$ cat src/rtl/subpix_pkg.sv
package subpix_pkg;

    // subpixels produced per pixel (red, green, blue)
    localparam int N_SUB = 3;

    typedef enum logic {
        ST_RUN   = 1'b0,
        ST_FLUSH = 1'b1
    } pk_state_e;

endpackage

$ cat src/rtl/subpix_split.sv
module subpix_split #(
    parameter int PX_W  = 16,
    parameter int CH_W  = 4,
    parameter int R_MSB = 15,
    parameter int G_MSB = 10,
    parameter int B_MSB = 4
) (
    input  logic                                       fmt_565,
    input  logic [PX_W-1:0]                            px,
    output logic [subpix_pkg::N_SUB-1:0][CH_W-1:0]     chan
);

    // channel 0 = red, 1 = green, 2 = blue
    for (genvar i = 0; i < subpix_pkg::N_SUB; i++) begin : g_ch
        localparam int NARROW_LSB = (subpix_pkg::N_SUB - 1 - i) * CH_W;
        localparam int WIDE_MSB   = (i == 0) ? R_MSB : ((i == 1) ? G_MSB : B_MSB);
        assign chan[i] = fmt_565 ? px[WIDE_MSB -: CH_W] : px[NARROW_LSB +: CH_W];
    end

endmodule

$ cat src/rtl/subpix_lane.sv
module subpix_lane #(
    parameter int CH_W = 4
) (
    input  logic [CH_W-1:0] level,
    output logic            lit
);

    // pass-through stand-in for a dither lane: threshold at half scale
    localparam logic [CH_W-1:0] HALF = CH_W'(1) << (CH_W - 1);

    assign lit = (level >= HALF);

endmodule

$ cat src/rtl/subpix_packer.sv
module subpix_packer #(
    parameter int PX_W  = 16,
    parameter int CH_W  = 4,
    parameter int BUS_W = 8
) (
    input  logic             clk,
    input  logic             rst_n,
    input  logic             fmt_565,
    input  logic             line_start,
    input  logic             px_valid,
    input  logic [PX_W-1:0]  px_data,
    output logic             px_ready,
    output logic [BUS_W-1:0] sp_word,
    output logic             sp_strobe
);
    import subpix_pkg::*;

    localparam int BUF_W = BUS_W + N_SUB - 1;
    localparam int CNT_W = $clog2(BUF_W + 1);

    logic [N_SUB-1:0][CH_W-1:0] chan;
    logic [N_SUB-1:0]           sub_bits;

    subpix_split #(.PX_W(PX_W), .CH_W(CH_W)) split_i (
        .fmt_565 (fmt_565),
        .px      (px_data),
        .chan    (chan)
    );

    for (genvar i = 0; i < N_SUB; i++) begin : g_lane
        subpix_lane #(.CH_W(CH_W)) lane_i (
            .level (chan[i]),
            .lit   (sub_bits[i])
        );
    end

    pk_state_e        state, state_nxt;
    logic [CNT_W-1:0] cnt, cnt_nxt;
    logic [BUF_W-1:0] hold, hold_nxt;
    logic [BUS_W-1:0] word_nxt;
    logic             strobe_nxt;
    logic             full, take;

    assign full     = (cnt >= CNT_W'(BUS_W));
    assign px_ready = (state == ST_RUN) && !line_start && !full;
    assign take     = px_valid && px_ready;

    always_comb begin
        state_nxt  = state;
        cnt_nxt    = cnt;
        hold_nxt   = hold;
        word_nxt   = '0;
        strobe_nxt = 1'b0;
        unique case (state)
            ST_RUN: begin
                if (full) begin
                    word_nxt   = hold[BUS_W-1:0];
                    strobe_nxt = 1'b1;
                    hold_nxt   = hold >> BUS_W;
                    cnt_nxt    = cnt - CNT_W'(BUS_W);
                end else if (take) begin
                    hold_nxt = hold | (BUF_W'(sub_bits) << cnt);
                    cnt_nxt  = cnt + CNT_W'(N_SUB);
                end
                if (line_start) begin
                    state_nxt = ST_FLUSH;
                end
            end
            ST_FLUSH: begin
                if (cnt != '0) begin
                    word_nxt   = hold[BUS_W-1:0];
                    strobe_nxt = 1'b1;
                end
                hold_nxt  = '0;
                cnt_nxt   = '0;
                state_nxt = ST_RUN;
            end
        endcase
    end

    always_ff @(posedge clk) begin
        if (!rst_n) begin
            state     <= ST_RUN;
            cnt       <= '0;
            hold      <= '0;
            sp_word   <= '0;
            sp_strobe <= 1'b0;
        end else begin
            state     <= state_nxt;
            cnt       <= cnt_nxt;
            hold      <= hold_nxt;
            sp_word   <= word_nxt;
            sp_strobe <= strobe_nxt;
        end
    end

endmodule

$ cat config.mk
export PLATFORM = sky130hd
export DESIGN_NAME = subpix_packer
export DESIGN_NICKNAME = d
export VERILOG_FILES = /design/src/rtl/subpix_pkg.sv /design/src/rtl/subpix_split.sv /design/src/rtl/subpix_lane.sv /design/src/rtl/subpix_packer.sv
export SDC_FILE = /design/constraint.sdc
export NUM_CORES = 1
export LEC_CHECK = 0
export BUFFER_PORTS_ARGS = -buffer_cell sky130_fd_sc_hd__buf_4
export CAP_MARGIN = 20
export CORE_MARGIN = 5
export CORE_UTILIZATION = 35
export DETAILED_ROUTE_END_ITERATION = 10
export GPL_TIMING_DRIVEN = 1
export SLEW_MARGIN = 40
export SYNTH_ARGS = -nofsm -noshare
export SYNTH_HDL_FRONTEND = slang
export SYNTH_SLANG_ARGS = --single-unit
$ cat constraint.sdc
create_clock -name clk -period 2.04 [get_ports clk]
set_input_delay 0.102 -clock clk [delete_from_list [all_inputs] [get_ports clk]]
set_output_delay 0.102 -clock clk [all_outputs]
set_load 0.01 [all_outputs]
==> impl_results.md <==
- Maximum number of pins on one net before global-route repair: 15
- Max Fclk: between 600 and 700 MHz
- Clock tree root driver cell: clkbuf_4
- Area share of the largest cell type after synthesis: between 40 and 50%
- Count of final max-slew check failures: 0
- Setup repair bufs after CTS: 0
- Grt ovf: 0
- Netlist area before placement: 1000 um^2
- Basic-gate share of the synthesized area counting and, or, nand and nor cells: between 20% and 30%
- DRT antenna net count: 0
- Critical Path End Type: flop
- Flip-flop cell with the highest count after synthesis: dfxtp_1
- Startpoint of the most critical register-to-register path: cnt[0]$_SDFFE_PN0P_
- Buffers & Inverters on Critical Path: 2
- Area of the placeable core: ~2800 um^2
- Period Utilization, post-route: 74.2%
- Multiplexer fraction of the synthesized cell area: 6.38%
- Wire length per cell: approximately 13 um
- Top cell type by total area after synthesis: dfxtp_1
- Mapped Cells: between 100 and 150
- Worst Setup SP: cnt[0]$_SDFFE_PN0P_
- Final number of setup-violating endpoints: 0
- Sequential-to-total area share from yosys stat: between 40% and 50%
- Peak per-stage delay on the critical path: roughly 530 ps
- Share of total power in the clock network: 36.4%
- Final-report hold violation count: 0
- Net count after synthesis: between 100 and 150
- Post-Synth Adder-Cell Area: under 10%
- Hold bufs inserted after CTS: 0
- Leading cell types by total area after synthesis: dfxtp_1 (48%), nor2_1 (5.6%), and2_1 (5.0%), a21oi_1 (4.5%), mux2i_1 (3.0%)
- Data arrival time of the critical path: 1780 ps
- Placed Instance Area: around 1200 um^2
- Ratio of cells with drive above 1 in the final layout: a little under a quarter
- Mean Syn Cell Area: 9.18 um^2
- Number of CTS-inserted buffers: 3
- Count of port buffers added during placement: 20
- Post-synth EDFFs: 0
- Sequential cell area: between 400 and 500 um^2
- Sw Ratio: between 20 and 25%
- Weighted congestion reported at the end of routability-driven placement: approximately 0.78
- Vias/cell: ~5.1
- Rows: 19
- Hold WC Path Type: in2reg
- Number of DRC violations after detailed-routing iteration 0: 25
- First-pass GRT wire length: approximately 3.3 mm
- Worst hold margin: about 12 ps
- Transition time at the pin with the least slew margin: roughly 440 ps
- Via Count: a little over 800
- Effective utilization at floorplan: between 30% and 40%
- Internal power: 0.728 mW
- Critical path depth: 7
- Clock Latency Late Sink: roughly 310 ps
- Launching element type of the critical path: flop
- Warnings, synthesis: 0
- Endpoint of the most critical setup path: sp_word[1]$_SDFF_PN0_
- Setup clock skew after layout: between 0.7 and 0.8 ps
- Slowest cell on the critical path: dfxtp_1
- Total negative setup slack: 0 ps
- Max-Cap Viols: 0
- Cells along the critical path: inv_1 -> ha_1 -> nand2b_1 -> a21oi_1 -> nor2b_1 -> buf_4 -> and2_1
- Power per cell area: 771 nW/um^2
- Reg2reg path depth: 7
- Peak fanout along the critical path: 10
- Die extent in x: 63.5 um
- NumNets Final: between 150 and 200
- Number of gates resized after cts: 0
- Final wirelength: 2.00 mm
- Seq cells post-synth: 24
- Register-to-register setup slack: around 530 ps
- Reg-to-reg endpoint: sp_word[1]$_SDFF_PN0_
- Filler instances: approximately 280
- Initial antenna violation count: 0
- Total leakage power: 0.486 nW
- Setup repair after global routing missed its margin: no
- Result of the run: finished clean
- Synthesized-area fraction occupied by xor and xnor cells: 1.75%
- All-layer global routing usage: 10.2%
- Clk sink count: 24
- Post-route non-filler standard cell count: approximately 160
- DP Wirelength: roughly 1.6 mm
- Total I/O pin count: 31
- Largest family of logic cells by synthesized area: simple AND/OR/NAND/NOR gates
- Clock edge transition at the registers on the reported setup and hold paths: around 130 ps
- Sequential group share of total power: 52.7%
- Placed insts: 155
- Antenna diode count: 0
- Part of the total power dissipated in combinational logic: 10.9%
- Sw power: around 0.21 mW
- # H-tree levels: 1
- Highest-count cells in the layout ignoring fill and taps: dfxtp_1 (24), buf_4 (21), nor2_1 (15)
- Clock tree from TritonCTS: built
- Worst-case vdd ir drop: around 0.64 mV
- Share of synthesized registers carrying an async set or reset: 0%
- Area fraction in compound gates after synthesis: 14.8%
- Tightest slew margin relative to the limit: 70.3%
- Netlist cell types: 30
- Most common library cell in the layout ignoring fill and taps: dfxtp_1
- Minimum period implied by the final worst setup slack: 1510 ps
- DR pass1 iterations: 4
- Area growth from synthesis to final layout: 21.4%
- Count of unresolved DRC violations after routing: 0
- Number of global-route vias before repair: 730
- Cell family with most CP delay: flip-flops
- Crit Path Class: reg2reg
- Maximum buffer depth of the clock tree: 2
- Data required time of the critical path: between 2000 and 2500 ps
- Non-Filler Cell Area, Final: around 1200 um^2
- Area occupied by multi-input gates: approximately 460 um^2
- Overall die area: about 4000 um^2
- Die span in y: 63.5 um
layout make-up:
| cell class | count | area share (%) |
|---|---|---|
| tap | 31 | 3.19 |
| inverter | 6 | 1.85 |
| clock inverter | 1 | 2.47 |
| clock buffer | 3 | 1.85 |
| timing repair buffer | 21 | 13.0 |
| multi-input combinational | 73 | 38.1 |
| sequential | 24 | 39.5 |
layer usage:
metal | up-vias | routed length, um | GRT usage [%] | part of all wire, %
li1 | 411 | - | - | -
met4 | 0 | 0 | 0.779 | 0
met1 | 378 | 928 | 12.9 | 46
met5 | - | 0 | 0 | 0
met3 | 0 | 105 | 4.09 | 5.3
met2 | 17 | 965 | 16.8 | 48
worst min-delay path, stage by stage:
cell and delay, ps:
buf_4 120, inv_1 40, nor2_1 30
per-stage QoR:
stage	util [%]	setup WS (ps)	power, mW
finish	44.1	527	0.937
global route	44.1	385	0.983
CTS	44.1	531	0.946
detailed placement	42.2	569	0.606
global placement	42.2	614	0.602
floorplan	-	724	0.571
flip-flops by register name, summed over array words and instances, names as in the netlist:
name / cells
state: 1
hold: 10
sp_strobe: 1
sp_word: 8
cnt: 4
power groups by stage:
stage / registers [mW] / clock network [mW] / logic (mW)
final: 0.493 / 0.341 / 0.102
after global placement: 0.503 / 0 / 0.0991
after global routing: 0.496 / 0.373 / 0.114
after floorplan: 0.494 / 0 / 0.0764
after detailed placement: 0.504 / 0 / 0.102
after CTS: 0.493 / 0.350 / 0.102
cells by family after synthesis:
family / Yosys count
flops: 24
xor+xnor: 2
fa+ha+maj: 1
compound gates: 22
simple gates: 43
mux: 5
buf+inv: 12
how the worst min path moves through the flow:
stage,startpoint,cells past startpoint,end
2_1_floorplan,line_start,2,state$_SDFF_PP0_
3_3_place_gp,line_start,3,state$_SDFF_PP0_
3_5_place_dp,line_start,3,state$_SDFF_PP0_
4_1_cts,line_start,3,state$_SDFF_PP0_
5_1_grt,line_start,3,state$_SDFF_PP0_
6_report,line_start,3,state$_SDFF_PP0_
synth_stat cells, types with 3 or more instances:
master	number
and2_1	8
nand2_1	3
nor2_1	15
a21oi_1	9
nor3_1	6
mux2i_1	3
dfxtp_1	24
nand2b_1	4
nor2b_1	4
inv_1	6
buf_2	4
(Power assumes the default switching activity.)
